--- config.mk ---
export PLATFORM = sky130hd
export DESIGN_NAME = wide_mac
export DESIGN_NICKNAME = d
export VERILOG_FILES = /design/src/rtl/lmac_pkg.sv /design/src/rtl/lmac_slice_mul.sv /design/src/rtl/lmac_pp_stage.sv /design/src/rtl/lmac_sum_stage.sv /design/src/rtl/wide_mac.sv
export SDC_FILE = /design/constraint.sdc
export NUM_CORES = 2
export LEC_CHECK = 0
export BUFFER_PORTS_ARGS = -buffer_cell sky130_fd_sc_hd__buf_2
export CAP_MARGIN = 10
export CORE_MARGIN = 2
export CORE_UTILIZATION = 47
export DETAILED_ROUTE_END_ITERATION = 10
export PLACE_DENSITY = 0.66
export SETUP_SLACK_MARGIN = 0.3
export SYNTH_ARGS = -nofsm -noshare
export SYNTH_HDL_FRONTEND = slang
export SYNTH_SLANG_ARGS = --single-unit
--- constraint.sdc ---
create_clock -name clk -period 8.45 [get_ports clk]
set_input_delay 1.69 -clock clk [delete_from_list [all_inputs] [get_ports clk]]
set_output_delay 1.69 -clock clk [all_outputs]
set_load 0.01 [all_outputs]
--- src/rtl/lmac_pkg.sv ---
package lmac_pkg;

   typedef enum logic {
      LMAC_UNSIGNED = 1'b0,
      LMAC_SIGNED   = 1'b1
   } lmac_kind_e;

   function automatic int unsigned lmac_slices(input int unsigned width,
                                               input int unsigned slice);
      return width / slice;
   endfunction

   function automatic int unsigned lmac_pp_shift(input int unsigned idx,
                                                 input int unsigned nsl,
                                                 input int unsigned slice);
      return ((idx / nsl) + (idx % nsl)) * slice;
   endfunction

endpackage

--- src/rtl/lmac_slice_mul.sv ---
module lmac_slice_mul #(
   parameter int unsigned SLICE_W = 16,
   localparam int unsigned P_W = 2 * SLICE_W
) (
   input  logic [SLICE_W-1:0] slice_a,
   input  logic [SLICE_W-1:0] slice_b,
   output logic [P_W-1:0]     slice_p
);
   // Unsigned slice product. Sign handling is done once for the whole
   // operand by a correction term in the partial-product stage.
   always_comb begin
      slice_p = P_W'(slice_a) * P_W'(slice_b);
   end
endmodule

--- src/rtl/lmac_pp_stage.sv ---
module lmac_pp_stage
   import lmac_pkg::*;
#(
   parameter int unsigned DATA_W  = 32,
   parameter int unsigned SLICE_W = 16,
   localparam int unsigned NSL    = lmac_slices(DATA_W, SLICE_W),
   localparam int unsigned NPP    = NSL * NSL,
   localparam int unsigned PP_W   = 2 * SLICE_W,
   localparam int unsigned ACC_W  = 2 * DATA_W
) (
   input  logic                      clk,
   input  logic                      rst,
   input  logic                      in_valid,
   input  logic [DATA_W-1:0]         op_a,
   input  logic [DATA_W-1:0]         op_b,
   input  logic [DATA_W-1:0]         acc_hi,
   input  logic [DATA_W-1:0]         acc_lo,
   input  lmac_kind_e                kind,
   input  logic                      acc_en,
   output logic                      s1_valid,
   output logic [NPP-1:0][PP_W-1:0]  s1_pp,
   output logic [DATA_W-1:0]         s1_corr,
   output logic [ACC_W-1:0]          s1_acc
);

   logic [NPP-1:0][PP_W-1:0] pp_d;
   logic [DATA_W-1:0]        corr_d;
   logic [ACC_W-1:0]         acc_d;
   logic                     neg_a;
   logic                     neg_b;

   // Partial products: one unsigned slice multiplier per (i,j) slice pair.
   for (genvar i = 0; i < NSL; i++) begin : g_row
      for (genvar j = 0; j < NSL; j++) begin : g_col
         lmac_slice_mul #(
            .SLICE_W (SLICE_W)
         ) u_mul (
            .slice_a (op_a[i*SLICE_W +: SLICE_W]),
            .slice_b (op_b[j*SLICE_W +: SLICE_W]),
            .slice_p (pp_d[i*NSL + j])
         );
      end
   end

   // Two's-complement correction. Reading a negative operand as unsigned
   // adds 2^W times the other operand. Only the upper result word is
   // affected, so a W-bit term is enough.
   always_comb begin
      neg_a  = (kind == LMAC_SIGNED) && op_a[DATA_W-1];
      neg_b  = (kind == LMAC_SIGNED) && op_b[DATA_W-1];
      corr_d = (neg_a ? op_b : '0) + (neg_b ? op_a : '0);
   end

   // Disabled accumulate is forced to zero here, so stage 2 always adds.
   always_comb begin
      acc_d = acc_en ? {acc_hi, acc_lo} : '0;
   end

   always_ff @(posedge clk) begin
      if (rst) begin
         s1_valid <= 1'b0;
      end else begin
         s1_valid <= in_valid;
      end
   end

   // Data registers load only with an item; no reset needed.
   always_ff @(posedge clk) begin
      if (in_valid) begin
         s1_pp   <= pp_d;
         s1_corr <= corr_d;
         s1_acc  <= acc_d;
      end
   end

endmodule

--- src/rtl/lmac_sum_stage.sv ---
module lmac_sum_stage
   import lmac_pkg::*;
#(
   parameter int unsigned DATA_W  = 32,
   parameter int unsigned SLICE_W = 16,
   localparam int unsigned NSL    = lmac_slices(DATA_W, SLICE_W),
   localparam int unsigned NPP    = NSL * NSL,
   localparam int unsigned PP_W   = 2 * SLICE_W,
   localparam int unsigned ACC_W  = 2 * DATA_W
) (
   input  logic                      clk,
   input  logic                      rst,
   input  logic                      s1_valid,
   input  logic [NPP-1:0][PP_W-1:0]  s1_pp,
   input  logic [DATA_W-1:0]         s1_corr,
   input  logic [ACC_W-1:0]          s1_acc,
   output logic                      out_valid,
   output logic [DATA_W-1:0]         res_hi,
   output logic [DATA_W-1:0]         res_lo
);

   logic [ACC_W-1:0] prod_u;
   logic [ACC_W-1:0] total;

   if (NSL == 1) begin : g_single
      // One slice spans the operand: the partial product is the product.
      always_comb begin
         prod_u = ACC_W'(s1_pp[0]);
      end
   end else begin : g_tree
      always_comb begin
         prod_u = '0;
         for (int k = 0; k < NPP; k++) begin
            prod_u = prod_u + (ACC_W'(s1_pp[k]) << lmac_pp_shift(k, NSL, SLICE_W));
         end
      end
   end

   // Subtract the sign correction from the upper word, then add the
   // accumulator; any carry beyond ACC_W bits is dropped.
   always_comb begin
      total = prod_u - {s1_corr, {DATA_W{1'b0}}} + s1_acc;
   end

   always_ff @(posedge clk) begin
      if (rst) begin
         out_valid <= 1'b0;
      end else begin
         out_valid <= s1_valid;
      end
   end

   always_ff @(posedge clk) begin
      if (s1_valid) begin
         res_hi <= total[ACC_W-1:DATA_W];
         res_lo <= total[DATA_W-1:0];
      end
   end

endmodule

--- src/rtl/wide_mac.sv ---
module wide_mac
   import lmac_pkg::*;
#(
   parameter int unsigned DATA_W  = 32,
   parameter int unsigned SLICE_W = 16
) (
   input  logic              clk,
   input  logic              rst,
   input  logic              in_valid,
   input  logic [DATA_W-1:0] op_a,
   input  logic [DATA_W-1:0] op_b,
   input  logic [DATA_W-1:0] acc_hi,
   input  logic [DATA_W-1:0] acc_lo,
   input  logic              is_signed,
   input  logic              acc_en,
   output logic              out_valid,
   output logic [DATA_W-1:0] res_hi,
   output logic [DATA_W-1:0] res_lo
);

   localparam int unsigned NSL   = lmac_slices(DATA_W, SLICE_W);
   localparam int unsigned NPP   = NSL * NSL;
   localparam int unsigned PP_W  = 2 * SLICE_W;
   localparam int unsigned ACC_W = 2 * DATA_W;

   if (SLICE_W == 0 || SLICE_W > DATA_W) begin : g_bad_slice
      $error("wide_mac: SLICE_W must be in 1..DATA_W");
   end
   if ((DATA_W % SLICE_W) != 0) begin : g_bad_div
      $error("wide_mac: DATA_W must be a multiple of SLICE_W");
   end
   if (NPP > 64) begin : g_bad_count
      $error("wide_mac: too many partial products");
   end

   lmac_kind_e               kind;
   logic                     s1_valid;
   logic [NPP-1:0][PP_W-1:0] s1_pp;
   logic [DATA_W-1:0]        s1_corr;
   logic [ACC_W-1:0]         s1_acc;

   always_comb begin
      kind = is_signed ? LMAC_SIGNED : LMAC_UNSIGNED;
   end

   lmac_pp_stage #(
      .DATA_W  (DATA_W),
      .SLICE_W (SLICE_W)
   ) u_pp (
      .clk      (clk),
      .rst      (rst),
      .in_valid (in_valid),
      .op_a     (op_a),
      .op_b     (op_b),
      .acc_hi   (acc_hi),
      .acc_lo   (acc_lo),
      .kind     (kind),
      .acc_en   (acc_en),
      .s1_valid (s1_valid),
      .s1_pp    (s1_pp),
      .s1_corr  (s1_corr),
      .s1_acc   (s1_acc)
   );

   lmac_sum_stage #(
      .DATA_W  (DATA_W),
      .SLICE_W (SLICE_W)
   ) u_sum (
      .clk       (clk),
      .rst       (rst),
      .s1_valid  (s1_valid),
      .s1_pp     (s1_pp),
      .s1_corr   (s1_corr),
      .s1_acc    (s1_acc),
      .out_valid (out_valid),
      .res_hi    (res_hi),
      .res_lo    (res_lo)
   );

endmodule

After elaboration in Yosys (flattened, before gate mapping)
Cells that the tools add are included.
W data, S select, Z words.
- word-level logic and storage cells: 25
- bits of input ports: 133
- register bits: 290
- output and inout port bits: 65
- add/sub/neg operators: 6
- multipliers: 4
- mux-type cells: 3
- reductions and logical operators: 2
- operators by type and width (cell ; number):
    $add A64 B64 Y64 ; 2
    $mul A16 B16 Y32 ; 4
    $add A64 B48 Y64 ; 1
    $mux W32 ; 2
    $sub A64 B64 Y64 ; 1
    $add A32 B48 Y49 ; 1
    $add A32 B32 Y32 ; 1
    $logic_and A1 B1 Y1 ; 2
    $mux W1 ; 1

Longest topological paths before layout
- depth in word-level cells: 5
- depth in mapped cells: 29

Modules after synthesis
Synthesis repeated with hierarchy kept, for this count alone.
- cell total of the unflattened synthesis: 5728
- area total of the unflattened synthesis: 53616.4 µm²
- modules (own cells, without submodules) (module ; seq. area each (µm²) ; times used ; area an instance (µm²) ; cells each):
    lmac_sum_stage ; 1941.9 ; 1 ; 9994.6 ; 1153
    lmac_pp_stage ; 6746.5 ; 1 ; 9245.1 ; 596
    lmac_slice_mul (u_pp.g_row[1].g_col[1].u_mul) ; 0.0 ; 1 ; 8719.6 ; 1012
    lmac_slice_mul (u_pp.g_row[0].g_col[1].u_mul) ; 0.0 ; 1 ; 8609.5 ; 990
    lmac_slice_mul (u_pp.g_row[0].g_col[0].u_mul) ; 0.0 ; 1 ; 8575.7 ; 994
    lmac_slice_mul (u_pp.g_row[1].g_col[0].u_mul) ; 0.0 ; 1 ; 8471.9 ; 983

Worst setup path after synthesis
No wires, ideal clock.
- path kind: in2reg
- start point: input op_b[1]
- end point: register u_pp.s1_pp[30] in the netlist's numbering, data pin
- buffers on the path: 1
- cell stages on the path: 23
- setup slack: 0.907 ns
- arrival time: 7.281 ns
- setup time: 0.262 ns
- path through: clkbuf_1 nand2_1 fa_1 inv_1 fa_1 inv_1 fa_1 fa_1 inv_1 fa_1 inv_1 fa_1 inv_1 ha_1 a21o_1 a21o_1 a21o_1 a31o_2 a221oi_1 a21oi_1 nor4_1 o31ai_1 xnor2_1
- word-level cells in the longest chain between the ends: 1
- ends and longest elaborated chain (element ; RTL line ; RTL):
    from (decl) ; wide_mac.sv:11 ; input logic [DATA_W-1:0] op_b,
    $mul A16 B16 Y32 ; lmac_slice_mul.sv:12 ; slice_p = P_W'(slice_a) * P_W'(slice_b);
    named net u_pp.g_row[0].g_col[0].u_mul.slice_p[30] ; lmac_slice_mul.sv:7 ; output logic [P_W-1:0] slice_p
    to (signal assigned) ; lmac_pp_stage.sv:70 ; s1_pp <= pp_d;
    to (decl) ; lmac_pp_stage.sv:21 ; output logic [NPP-1:0][PP_W-1:0] s1_pp,
The timed path passes the listed nets, and every way through them passes these cells.
A chain may end at the register's enable or synchronous reset.

Worst setup path after layout
- start point: input op_a[11]
- end point: register u_pp.s1_pp[31] in the netlist's numbering, data pin
- word-level cells in the longest chain between the ends: 1
- ends and longest elaborated chain (element ; RTL line ; RTL):
    from (decl) ; wide_mac.sv:10 ; input logic [DATA_W-1:0] op_a,
    $mul A16 B16 Y32 ; lmac_slice_mul.sv:12 ;
    named net u_pp.g_row[0].g_col[0].u_mul.slice_p[31] ; lmac_slice_mul.sv:7 ;
The timed path passes the listed nets, and every way through them passes these cells.

==> run summary <==
The flow ran to the end, and the final reports show no timing, DRC or antenna violations. The top cell type's share of synthesized area came out at 0.321. Yosys instantiated no cell more often than sky130_fd_sc_hd__inv_1.

The clock root buffer is sky130_fd_sc_hd__clkbuf_16. Wires add up to 146000 µm. The final total negative setup slack came out at 0 ns.

The placeable core region came out at 0.113 mm². The number of warnings issued by yosys is 0. Setup repair after global routing left no endpoint under its margin.

The placed instances occupy a cell area of 0.0565 mm². Traced cell by cell, the critical path runs through buf_2 -> nand2_1 -> fa_1 -> inv_1 -> fa_1 -> inv_1 -> fa_1 -> inv_1 -> fa_1 -> inv_1 -> fa_1 -> inv_1 -> fa_1 -> ha_1 -> nand3_1 -> nor2_1 -> nand3_1 -> o2111ai_1 -> nand2_1 -> or3_1 -> a32oi_1 -> a221oi_1 -> xnor2_1. The pin count of the biggest net entering global routing came out at 160.

The DRC marker count from the first detailed-route iteration came out at 2649. The total overflow left after global routing is 0. For flop-to-flop paths, the worst setup slack is 0.96 ns. The first-pass GRT wire length is 230000 µm. The number of cells traversed by the worst register-to-register path is 28. Summed over all instances, the cell type with the most area after synthesis is sky130_fd_sc_hd__fa_1. The multi-input combinational cells in the finished layout cover a total of 0.0391 mm².

The routed layout has 39400 vias. The total count of hold-check failures in the final report came out at 0. The initialized floorplan defines 123 standard-cell rows. STA classifies the critical path endpoint as a register.

Clock skew on the completed layout was measured at 0.0225 ns. The deepest level of the CTS H-tree is 2. The number of I/O pins is 198.

The arrival time of the worst setup path came out at 7.91 ns. The count of cell types in the netlist is 86. The critical path is of the input pin to register type. Among all flip-flop cells after synthesis, the most frequent one is sky130_fd_sc_hd__edfxtp_1. The floorplan step defined a die boundary enclosing 0.117 mm². The slowest stage of the critical path belongs to the cell sky130_fd_sc_hd__fa_1. The part of the Yosys area used for sequential elements came out at 0.162. The headroom to the max-slew limit came out at 0.279.

By area, the combinational part of the netlist is dominated by adder cells. The worst hold path terminates at u_sum.out_valid. Measured against the total synthesized area, the mux share comes to 0.000187.

The worst hold path begins at u_pp.s1_valid. The count of fill cells added during filler insertion is 10400. In this run the critical register-to-register path is launched from u_pp.s1_pp[32]. The async set-reset flop share out of synthesis is 0. The longest individual stage delay on the worst path is 0.54 ns. The number of buffers added for setup after CTS came out at 0. Along the worst path, the maximum fanout reaches 19. The antenna violation net count after detailed routing is 0.

The commonest cells after synthesis are 1281 x sky130_fd_sc_hd__inv_1, 859 x sky130_fd_sc_hd__fa_1, 775 x sky130_fd_sc_hd__nand2_1. The clock transition at the registers of the reported paths came out at 0.06 ns. The number of global-route vias before repair came to 40800. The most common cell type on the critical path is sky130_fd_sc_hd__fa_1. The number of max-capacitance violations reported is 0.

The number of remaining DRC errors is 0. The number of synthesized register bits came out at 290. The count of endpoints failing setup in the final report is 0. The worst-case clock buffer depth is 3. The mean post-synth cell area is 9.24 µm². At the end of routability-driven placement, the weighted congestion stood at 0.923. The shortest clock period the worst path allows after layout came out at 7.60 ns. The initial antenna violation count came out at 12.

The detailed placer's ending HPWL is 120000 µm. The worst setup path is launched from an input pin. The post-CTS resize count came out at 0. The area of the mapped netlist came out at 0.0535 mm². The share of the synthesized area in compound gates (AO/OA/AOI/OAI) is 0.0776. The count of flip-flops with a built-in enable after synthesis is 288. The highest clock rate is 132 MHz. The clock latency of the later-clocked register in the worst-skew pair came out at 0.57 ns.

The tightest min-delay check is of the register to register type. The share of the clock period used by the worst path is 0.899. The share of final-layout standard cells stronger than drive strength 1 is 0.0703. The clock sink count is 290.

In this run, CTS created clock tree buffers numbering 37. The fraction of the mapped netlist area in simple logic gates is 0.147. The transition time at the pin with the least slew margin came out at 1.08 ns. The detailed-routing iteration count for the pre-antenna-repair pass is 5.

Synthesis produced 5796 cells. The xor-xnor portion of the synthesized cell area is 0.0368. The finished cells cover 0.0577 mm². The average wire per standard cell came out at 19.6 µm. The net count after synthesis came out at 7418. The area growth from synthesis to layout is 7.77%. The storage element area came out at 0.00869 mm². The vias per cell came out at 5.30.

Hold repair after CTS inserted 0 buffers. The final net count came out at 7530. The capture instance of the worst register-to-register path is u_sum.res_hi[29].

The max-slew violation count is 0. The count of port buffers added during placement came out at 197. The cell depth of the worst min-delay path came out at 1.

In the post-synthesis netlist, the biggest area contributors are sky130_fd_sc_hd__fa_1 32%, sky130_fd_sc_hd__edfxtp_1 16%, sky130_fd_sc_hd__ha_1 15%. In the global route stage, overall resource usage came out at 0.254. TritonCTS built the clock tree. The floorplan step set the die width to 342 µm. The die is 342 µm tall. The area share of fa/ha/maj cells after synthesis came out at 0.468. The worst path required time is 8.76 ns. The initial utilization of the core area, before any placement, comes to 0.475.
worst max-delay path, delay by kind of cell:
kind                     cells  cell delay [ns]
AND/OR/NAND/NOR              6             1.08
AO/OA/AOI/OAI                3             0.83
adder cells (fa/ha/maj)      7             3.38
XOR/XNOR                     1             0.14
buffers and inverters        6             0.75
final cells by class:
class                           instances  share of cell area
Inverter                             1281              0.0833
Timing Repair Buffer                  323              0.0354
Multi-Input combinational cell       3975               0.678
Clock buffer                           42              0.0164
Tap cell                             1500              0.0325
Antenna cell                            9            0.000390
Sequential cell                       290               0.151
Clock inverter                         24             0.00377
registers in the layout, indices dropped and copies added (netlist names):
register / count
u_pp.s1_acc: 64
u_sum.out_valid: 1
u_sum.res_hi: 32
u_sum.res_lo: 32
u_pp.s1_pp: 128
u_pp.s1_corr: 32
u_pp.s1_valid: 1
worst max-delay path by stage:
| stage | cells after the start | startpoint | slack, ns | endpoint |
|---|---|---|---|---|
| 2_1_floorplan | 23 | op_b[1] | 0.91 | u_pp.s1_pp[30] |
| 3_3_place_gp | 23 | op_a[11] | 0.37 | u_pp.s1_pp[31] |
| 3_5_place_dp | 23 | op_a[12] | 0.31 | u_pp.s1_pp[31] |
| 4_1_cts | 21 | op_b[21] | 0.90 | u_pp.s1_pp[62] |
| 5_1_grt | 23 | op_b[18] | 0.40 | u_pp.s1_pp[127] |
| 6_report | 23 | op_a[11] | 0.85 | u_pp.s1_pp[31] |
per-layer routing:
metal | part of all wire | global-route usage | wire [µm] | up-vias
li1 | - | - | - | 18200
met1 | 0.43 | 0.351 | 62900 | 19600
met2 | 0.46 | 0.410 | 66800 | 1331
met3 | 0.080 | 0.0437 | 11600 | 243
met4 | 0.032 | 0.0742 | 4660 | 6
met5 | 0.00025 | 0 | 37 | -
cell usage in the layout (no fill, tap or decap), types with 5 or more instances in the layout:
cell | synthesis | layout
sky130_fd_sc_hd__o21a_1 | 20 | 20
sky130_fd_sc_hd__o21ai_0 | 94 | 94
sky130_fd_sc_hd__nand4_1 | 27 | 27
sky130_fd_sc_hd__or2_2 | 5 | 5
sky130_fd_sc_hd__a211oi_1 | 18 | 18
sky130_fd_sc_hd__and2_1 | 450 | 450
sky130_fd_sc_hd__and3_1 | 81 | 81
sky130_fd_sc_hd__o31ai_1 | 19 | 19
sky130_fd_sc_hd__a31oi_1 | 24 | 23
sky130_fd_sc_hd__nor2b_1 | 21 | 21
sky130_fd_sc_hd__buf_12 | 0 | 8
sky130_fd_sc_hd__inv_1 | 1281 | 1281
sky130_fd_sc_hd__clkbuf_1 | 243 | 5
sky130_fd_sc_hd__buf_2 | 5 | 196
sky130_fd_sc_hd__fa_1 | 859 | 859
sky130_fd_sc_hd__nand3_1 | 51 | 51
sky130_fd_sc_hd__clkinv_1 | 0 | 6
sky130_fd_sc_hd__xor2_1 | 66 | 66
sky130_fd_sc_hd__nor3_1 | 29 | 29
sky130_fd_sc_hd__nand2b_1 | 18 | 18
sky130_fd_sc_hd__o211ai_1 | 13 | 13
sky130_fd_sc_hd__o21bai_1 | 50 | 50
sky130_fd_sc_hd__a21o_1 | 98 | 98
sky130_fd_sc_hd__ha_1 | 630 | 630
sky130_fd_sc_hd__clkbuf_16 | 0 | 37
sky130_fd_sc_hd__o21ai_1 | 5 | 5
sky130_fd_sc_hd__a21boi_0 | 8 | 8
sky130_fd_sc_hd__buf_4 | 0 | 118
sky130_fd_sc_hd__a2111oi_0 | 5 | 5
sky130_fd_sc_hd__clkinv_2 | 0 | 6
sky130_fd_sc_hd__nand2_1 | 775 | 775
sky130_fd_sc_hd__a31o_2 | 7 | 7
sky130_fd_sc_hd__a21oi_1 | 193 | 193
sky130_fd_sc_hd__xnor2_1 | 159 | 159
sky130_fd_sc_hd__a221oi_1 | 8 | 8
sky130_fd_sc_hd__nor4_1 | 8 | 8
sky130_fd_sc_hd__edfxtp_1 | 288 | 288
sky130_fd_sc_hd__nor2_1 | 144 | 144
sky130_fd_sc_hd__diode_2 | 0 | 9
logic make-up after synthesis:
kind of cell,count (synthesis)
AOI/OAI and AO/OA,627
xor gates and xnor gates,225
DFF,290
buffers and inverters,1531
adders and majority gates,1489
and+or+nand+nor,1633
muxes,1
per-stage QoR:
step,setup slack [ns],cells,hold slack [ns],util
finish,0.850,7444,0.477,0.511
global route,0.405,7437,0.490,0.511
CTS,0.898,7435,0.480,0.511
detailed placement,0.307,7369,0.469,0.501
global placement,0.373,7369,0.440,0.501
floorplan,0.907,5796,0.513,-
Power is not shown: default switching activity piles up to over one toggle a cycle in this logic, so the estimate is an artifact.
